File: src/rtl/sbc_pkg.sv
package sbc_pkg;
  localparam int OPC_W  = 4;
  localparam int RSEL_W = 2;

  localparam logic [OPC_W-1:0] OP_HALT  = 4'd0;
  localparam logic [OPC_W-1:0] OP_LOAD  = 4'd1;
  localparam logic [OPC_W-1:0] OP_STORE = 4'd2;
  localparam logic [OPC_W-1:0] OP_ADD   = 4'd3;
  localparam logic [OPC_W-1:0] OP_JUMP  = 4'd4;

  // gate and action lines raised by the step decoder
  typedef struct packed {
    logic pc_out;
    logic z_out;
    logic mdr_out;
    logic rn_out;
    logic ira_out;
    logic pc_in;
    logic mar_in;
    logic mdr_in;
    logic ir_in;
    logic rn_in;
    logic y_in;
    logic z_in;
    logic y_clr;
    logic cin;
    logic rd;
    logic wr;
    logic wmfc;
    logic fin;
    logic halt;
  } ctl_t;
endpackage

File: src/rtl/sbc_ctl.sv
module sbc_ctl
  import sbc_pkg::*;
#(
  parameter int STEP_W = 3
) (
  input  logic             clk,
  input  logic             rst_n,
  input  logic [OPC_W-1:0] opc,
  input  logic             mfc,
  output ctl_t             ctl,
  output logic             halted
);
  localparam int NSTEP = 1 << STEP_W;

  logic [STEP_W-1:0] step;
  logic [NSTEP-1:0]  t;

  // one-hot step decoder
  generate
    for (genvar g = 0; g < NSTEP; g++) begin : g_dec
      assign t[g] = (step == STEP_W'(g));
    end
  endgenerate

  always_comb begin
    ctl = '0;
    if (!halted) begin
      if (t[0]) begin
        ctl.pc_out = 1'b1; ctl.mar_in = 1'b1; ctl.rd = 1'b1;
        ctl.y_clr  = 1'b1; ctl.cin    = 1'b1; ctl.z_in = 1'b1;
      end else if (t[1]) begin
        ctl.z_out = 1'b1; ctl.pc_in = 1'b1; ctl.wmfc = 1'b1;
      end else if (t[2]) begin
        ctl.mdr_out = 1'b1; ctl.ir_in = 1'b1;
      end else begin
        case (opc)
          OP_HALT: ctl.halt = t[3];
          OP_LOAD: begin
            if (t[3]) begin ctl.ira_out = 1'b1; ctl.mar_in = 1'b1; ctl.rd = 1'b1; end
            if (t[4]) ctl.wmfc = 1'b1;
            if (t[5]) begin ctl.mdr_out = 1'b1; ctl.rn_in = 1'b1; end
            if (t[6]) ctl.fin = 1'b1;
          end
          OP_STORE: begin
            if (t[3]) begin ctl.ira_out = 1'b1; ctl.mar_in = 1'b1; end
            if (t[4]) begin ctl.rn_out = 1'b1; ctl.mdr_in = 1'b1; ctl.wr = 1'b1; end
            if (t[5]) ctl.wmfc = 1'b1;
            if (t[6]) ctl.fin = 1'b1;
          end
          OP_ADD: begin
            if (t[3]) begin ctl.ira_out = 1'b1; ctl.mar_in = 1'b1; ctl.rd = 1'b1; end
            if (t[4]) begin ctl.rn_out = 1'b1; ctl.y_in = 1'b1; ctl.wmfc = 1'b1; end
            if (t[5]) begin ctl.mdr_out = 1'b1; ctl.z_in = 1'b1; end
            if (t[6]) begin ctl.z_out = 1'b1; ctl.rn_in = 1'b1; end
            if (t[7]) ctl.fin = 1'b1;
          end
          OP_JUMP: begin
            if (t[3]) begin ctl.pc_out = 1'b1; ctl.y_in = 1'b1; end
            if (t[4]) begin ctl.ira_out = 1'b1; ctl.z_in = 1'b1; end
            if (t[5]) begin ctl.z_out = 1'b1; ctl.pc_in = 1'b1; end
            if (t[6]) ctl.fin = 1'b1;
          end
          default: ctl.fin = t[3];
        endcase
      end
    end
  end

  always_ff @(posedge clk) begin
    if (!rst_n) begin
      step   <= '0;
      halted <= 1'b0;
    end else if (!halted) begin
      if (ctl.halt)                 halted <= 1'b1;
      else if (ctl.fin)             step   <= '0;
      else if (ctl.wmfc && !mfc)    step   <= step;
      else                          step   <= step + 1'b1;
    end
  end


  wait_hold_chk: assert property (@(posedge clk) disable iff (!rst_n)
    (ctl.wmfc && !mfc) |=> $stable(step));

  end_restart_chk: assert property (@(posedge clk) disable iff (!rst_n)
    ctl.fin |=> (step == '0));

  halt_sticky_chk: assert property (@(posedge clk) disable iff (!rst_n)
    halted |=> halted);
endmodule

File: src/rtl/sbc_mport.sv
module sbc_mport (
  input  logic clk,
  input  logic rst_n,
  input  logic rd_req,
  input  logic wr_req,
  input  logic mem_done,
  output logic mem_rd,
  output logic mem_wr,
  output logic mfc,
  output logic mdr_ld
);
  logic rd_pend, wr_pend;

  always_ff @(posedge clk) begin
    if (!rst_n) begin
      rd_pend <= 1'b0;
      wr_pend <= 1'b0;
    end else begin
      if (rd_req)        rd_pend <= 1'b1;
      else if (mem_done) rd_pend <= 1'b0;
      if (wr_req)        wr_pend <= 1'b1;
      else if (mem_done) wr_pend <= 1'b0;
    end
  end

  assign mem_rd = rd_pend;
  assign mem_wr = wr_pend;
  assign mfc    = mem_done & (rd_pend | wr_pend);
  assign mdr_ld = mem_done & rd_pend;


  rw_excl_chk: assert property (@(posedge clk) disable iff (!rst_n)
    !(mem_rd && mem_wr));

  rd_hold_chk: assert property (@(posedge clk) disable iff (!rst_n)
    (mem_rd && !mem_done) |=> mem_rd);

  wr_hold_chk: assert property (@(posedge clk) disable iff (!rst_n)
    (mem_wr && !mem_done) |=> mem_wr);
endmodule

File: src/rtl/sbc_dp.sv
module sbc_dp
  import sbc_pkg::*;
#(
  parameter int DW   = 16,
  parameter int AW   = 10,
  parameter int NREG = 4
) (
  input  logic             clk,
  input  logic             rst_n,
  input  ctl_t             ctl,
  input  logic [DW-1:0]    mem_rdata,
  input  logic             mdr_ld,
  output logic [OPC_W-1:0] opc,
  output logic [AW-1:0]    mar,
  output logic [DW-1:0]    mdr
);
  localparam int SEL_W = $clog2(NREG);

  logic [DW-1:0]    pc, ir, y, z, bus, ira, rn, sum;
  logic [DW-1:0]    gpr [NREG];
  logic [SEL_W-1:0] rsel;
  logic             unused_ctl;

  assign unused_ctl = ^{ctl.rd, ctl.wr, ctl.wmfc, ctl.fin, ctl.halt};

  assign opc  = ir[DW-1 -: OPC_W];
  assign rsel = ir[DW-OPC_W-1 -: SEL_W];
  assign ira  = {{(DW-AW){ir[AW-1]}}, ir[AW-1:0]};
  assign rn   = gpr[rsel];

  // shared bus: AND-OR of gated sources
  assign bus = ({DW{ctl.pc_out}}  & pc)
             | ({DW{ctl.z_out}}   & z)
             | ({DW{ctl.mdr_out}} & mdr)
             | ({DW{ctl.rn_out}}  & rn)
             | ({DW{ctl.ira_out}} & ira);

  assign sum = (ctl.y_clr ? '0 : y) + bus + {{(DW-1){1'b0}}, ctl.cin};

  always_ff @(posedge clk) begin
    if (!rst_n) begin
      pc <= '0; ir <= '0; y <= '0; z <= '0; mar <= '0; mdr <= '0;
    end else begin
      if (ctl.pc_in)   pc  <= bus;
      if (ctl.ir_in)   ir  <= bus;
      if (ctl.y_in)    y   <= bus;
      if (ctl.z_in)    z   <= sum;
      if (ctl.mar_in)  mar <= bus[AW-1:0];
      if (ctl.mdr_in)  mdr <= bus;
      else if (mdr_ld) mdr <= mem_rdata;
    end
  end

  generate
    for (genvar g = 0; g < NREG; g++) begin : g_gpr
      always_ff @(posedge clk) begin
        if (!rst_n)                                     gpr[g] <= '0;
        else if (ctl.rn_in && rsel == SEL_W'(g))        gpr[g] <= bus;
      end
    end
  endgenerate


  bus_drv_chk: assert property (@(posedge clk) disable iff (!rst_n)
    $onehot0({ctl.pc_out, ctl.z_out, ctl.mdr_out, ctl.rn_out, ctl.ira_out}));

  mdr_src_chk: assert property (@(posedge clk) disable iff (!rst_n)
    !(ctl.mdr_in && mdr_ld));
endmodule

File: src/rtl/sbus_cpu.sv
module sbus_cpu
  import sbc_pkg::*;
#(
  parameter int DW     = 16,
  parameter int AW     = 10,
  parameter int NREG   = 4,
  parameter int STEP_W = 3
) (
  input  logic          clk,
  input  logic          rst_n,
  output logic [AW-1:0] mem_addr,
  output logic [DW-1:0] mem_wdata,
  input  logic [DW-1:0] mem_rdata,
  output logic          mem_rd,
  output logic          mem_wr,
  input  logic          mem_done,
  output logic          halted
);
  ctl_t             ctl;
  logic [OPC_W-1:0] opc;
  logic             mfc, mdr_ld;

  sbc_ctl #(.STEP_W(STEP_W)) u_ctl (
    .clk(clk), .rst_n(rst_n), .opc(opc), .mfc(mfc), .ctl(ctl), .halted(halted)
  );

  sbc_mport u_mport (
    .clk(clk), .rst_n(rst_n), .rd_req(ctl.rd), .wr_req(ctl.wr),
    .mem_done(mem_done), .mem_rd(mem_rd), .mem_wr(mem_wr),
    .mfc(mfc), .mdr_ld(mdr_ld)
  );

  sbc_dp #(.DW(DW), .AW(AW), .NREG(NREG)) u_dp (
    .clk(clk), .rst_n(rst_n), .ctl(ctl), .mem_rdata(mem_rdata),
    .mdr_ld(mdr_ld), .opc(opc), .mar(mem_addr), .mdr(mem_wdata)
  );


  halt_quiet_chk: assert property (@(posedge clk) disable iff (!rst_n)
    ($past(halted) && halted) |-> !$rose(mem_rd) && !$rose(mem_wr));
endmodule

File: config.mk
export PLATFORM = sky130hd
export DESIGN_NAME = sbus_cpu
export DESIGN_NICKNAME = d
export VERILOG_FILES = /design/src/rtl/sbc_pkg.sv /design/src/rtl/sbc_ctl.sv /design/src/rtl/sbc_mport.sv /design/src/rtl/sbc_dp.sv /design/src/rtl/sbus_cpu.sv
export SDC_FILE = /design/constraint.sdc
export NUM_CORES = 1
export LEC_CHECK = 0
export BUFFER_PORTS_ARGS = -buffer_cell sky130_fd_sc_hd__buf_2
export CAP_MARGIN = 40
export CORE_MARGIN = 2
export CORE_UTILIZATION = 45
export DETAILED_ROUTE_END_ITERATION = 8
export PLACE_DENSITY = 0.7
export SLEW_MARGIN = 10
export SYNTH_ARGS = -nofsm -noshare
export SYNTH_HDL_FRONTEND = slang
export SYNTH_SLANG_ARGS = --single-unit
File: constraint.sdc
create_clock -name clk -period 4.8 [get_ports clk]
set_input_delay 0.96 -clock clk [delete_from_list [all_inputs] [get_ports clk]]
set_output_delay 0.96 -clock clk [all_outputs]
set_load 0.01 [all_outputs]
==> summary.md <==
| Metric | Value |
|---|---|
| Postcts setup bufs | `0` |
| Final Max Tran Viols | `0` |
| Starting density of the core | `0.4542` |
| Pin count of the biggest net entering global routing | `83` |
| Commonest non-fill, non-tap cell in the layout | `nand2_1` |
| Via Count | `6557` |
| Number of enable flip-flop cells after synthesis | `64` |
| Antenna Violating Nets Remaining | `0` |
| Fin area | `0.009196 mm^2` |
| Max incr delay on CP | `520 ps` |
| Skew-Pair Late Insertion Delay | `440 ps` |
| Diode count | `0` |
| Status | `completed` |
| Period utilization | `0.9271` |
| CTS tree | `done` |
| Hold path endpoint | `u_dp.z[0]$_SDFFE_PN0P_` |
| Global-route wire length before repair | `34720 um` |
| Dpl cell area | `0.008573 mm^2` |
| Synth unique cells | `63` |
| FMAX | `224.7 MHz` |
| Clock buffer depth | `2` |
| Core area | `0.01784 mm^2` |
| Post-Synthesis Cells | `831` |
| Total wire length | `22300 um` |
| Arr. time, crit path | `4820 ps` |
| Nets | `892` |
| Site Rows | `49` |
| Pleak | `4.309 nW` |
| Reg2reg start | `u_ctl.step[0]$_SDFFE_PN0P_` |
| Crit start category | `flip-flop` |
| Overall routing resource usage | `0.2348` |
| Hold WC Path Type | `reg2reg` |
| H-Tree Depth | `4` |
| Final core occ | `0.5155` |
| Area of the multi-input gates | `0.003827 mm^2` |
| Hold path start | `u_dp.z[0]$_SDFFE_PN0P_` |
| Yosys synthesis warning count | `0` |
| Final setup TNS | `0 ps` |
| Period minus WS final | `4450 ps` |
| Grt ovf | `0` |
| Num CTS Buffers | `17` |
| Buffers on Ports | `47` |
| Post-DP HPWL | `14680 um` |
| Final Hold Viols | `0` |
| Pre-antenna DRT Iters | `6` |
| Reg2reg end | `u_dp.z[10]$_SDFFE_PN0P_` |
| Worst hold slack | `466.1 ps` |
| Residual DRC | `0` |
| Die Wd | `138.2 um` |
| Clk_skew | `10.34 ps` |
| Vias/cell | `5.999` |
| Max_slew headroom | `0.4200` |
| Root buf cell | `clkbuf_16` |
| Yosys reg bits | `162` |
| Peak VDD IR | `0.3953 mV` |
| Maxcap violations | `0` |
| CP max-delay cell | `a2111oi_1` |
| Seq/Total Area, Yosys | `0.4792` |
| Share of flip-flops with an asynchronous set or reset | `0` |
| Worst-path fanout max | `10` |
| Crit end category | `flip-flop` |
| R2R setup slack | `350 ps` |
| Placer's final routability congestion estimate | `0.9270` |
| Drt wl/cell | `20.41 um` |
| Syn Nets | `872` |
| Die area | `0.01910 mm^2` |
| Final setup vio count | `0` |
| DR iter-0 viols | `880` |
| Avg Cell Area, Syn | `9.752 um^2` |
| Chip height | `138.2 um` |
| Mapped Area | `0.008104 mm^2` |
| I/O Pins | `48` |
| Share of cells above drive strength 1 | `0.1539` |
| CTS sink cnt | `162` |
| Clock transition at path regs | `60 ps` |
| Fill cell count | `1610` |
| Vias in the first global route | `5984` |
| PwrDens | `531.5 mW/mm^2` |
| Worst Max-Slew Pin Slew | `868.0 ps` |
| RSZ-0062 raised after global routing | `no` |
| Commonest cells after routing, fill and taps aside | `nand2_1, dfxtp_1, nor2_1, edfxtp_1, o211a_1` |
| Initial antenna violation count | `0` |
| WP data required | `5170 ps` |
| Worst-path cell chain | `inv_1 -> ha_1 -> o21bai_1 -> a41o_1 -> a222oi_1 -> and3_1 -> inv_1 -> fa_1 -> fa_1 -> a21o_1 -> a21oi_1 -> o21ai_0 -> a2111oi_1 -> nor3_1 -> nand3b_1 -> a21boi_0` |
| Primary FF master, synth | `dfxtp_1` |
| Critical path class | `reg2reg` |
| Storage element area | `0.003884 mm^2` |
| Hold Path Stages | `2` |
| Area grow syn2layout | `13.48%` |
| FF-to-FF path depth | `16` |
==> flip-flops by register name, indices dropped and copies added, names as in the netlist, 3 cells and up, named ones only <==
name and flops:
u_dp.ir 16, u_dp.mdr 16, u_dp.mar 10, u_dp.y 16
u_dp.gpr 64, u_ctl.step 3, u_dp.pc 16, u_dp.z 16
==> where the power goes <==
group | total, W | switching [W] | internal, W
registers | 0.00181 | 0.000167 | 0.00164
clock network | 0.00144 | 0.000572 | 0.000872
logic | 0.00164 | 0.00104 | 0.000591
==> critical path, delay by kind of cell, from the launching register on <==
family / cells / cell delay [ps]
buffers and inverters: 2 / 180
adders and majority gates: 3 / 1280
AOI/OAI and AO/OA: 8 / 2100
DFF: 1 / 330
and+or+nand+nor: 3 / 470
==> cell usage after synthesis (all sizes together) (4+ instances only) <==
library cell | number | share of area
nand2 | 146 | 0.068
dfxtp | 98 | 0.24
nor2 | 74 | 0.034
edfxtp | 64 | 0.24
o211a | 60 | 0.074
clkbuf | 49 | 0.023
nand3 | 44 | 0.027
and3 | 34 | 0.026
inv | 26 | 0.012
buf | 25 | 0.017
nor2b | 21 | 0.016
ha | 20 | 0.031
o21ai | 19 | 0.012
mux4 | 16 | 0.044
a222oi | 15 | 0.019
a21oi | 14 | 0.0086
and2 | 10 | 0.0077
a21boi | 8 | 0.0074
a21o | 6 | 0.0056
xnor2 | 6 | 0.0065
a211oi | 5 | 0.0052
a31oi | 5 | 0.0039
nand2b | 5 | 0.0039
nor3 | 5 | 0.0037
nor4b | 5 | 0.0073
xor2 | 5 | 0.0054
or2 | 4 | 0.0034
==> repair_timing <==
item / in CTS / in global routing
setup endpoints to repair: 0 / 1
resized for setup: 0 / 2
hold buffers: 0 / 0
==> worst max path at each step <==
stage / from / end / slack [ps] / cells past startpoint
6_report: u_ctl.step[0]$_SDFFE_PN0P_ / u_dp.z[10]$_SDFFE_PN0P_ / 350 / 16
5_1_grt: u_ctl.step[0]$_SDFFE_PN0P_ / u_dp.z[10]$_SDFFE_PN0P_ / 70 / 16
4_1_cts: u_ctl.step[0]$_SDFFE_PN0P_ / u_dp.z[10]$_SDFFE_PN0P_ / 400 / 16
3_5_place_dp: u_ctl.step[0]$_SDFFE_PN0P_ / u_dp.z[10]$_SDFFE_PN0P_ / 480 / 16
3_3_place_gp: u_ctl.step[0]$_SDFFE_PN0P_ / u_dp.z[10]$_SDFFE_PN0P_ / 550 / 16
2_1_floorplan: u_ctl.step[0]$_SDFFE_PN0P_ / u_dp.z[10]$_SDFFE_PN0P_ / 670 / 18
==> cells by family after synthesis <==
family / after synthesis / synth area share
AOI/OAI and AO/OA: 155 / 0.1626
and+or+nand+nor: 362 / 0.2107
muxes: 19 / 0.04817
buffers and inverters: 100 / 0.05157
DFF: 162 / 0.4792
adders and majority gates: 22 / 0.03582
xor gates and xnor gates: 11 / 0.01189
==> layout make-up <==
type                            instances  area share
Sequential cell                       162      0.4223
Multi-Input combinational cell        569      0.4162
Timing Repair Buffer                   75     0.05279
Clock buffer                           19     0.04707
Tap cell                              229     0.03116
Clock inverter                         13     0.01986
Inverter                               26     0.01061
==> metal layers <==
layer  wire [um]  track usage  up-vias
li1            -            -     3017
met4         576      0.08110        0
met2        9990       0.3533      296
met1        9757       0.3269     3202
met3        1978      0.06685       42
met5           0            0        -
==> through the flow <==
step	worst slack, ps	instances	total power [W]
2_1_floorplan	669.8	831	0.002873
6_report	350.0	1093	0.004888
4_1_cts	395.2	1093	0.004874
3_3_place_gp	549.1	1059	0.003392
3_5_place_dp	475.1	1061	0.003430
5_1_grt	73.33	1093	0.005115
Power figures use the tool's default switching activity.
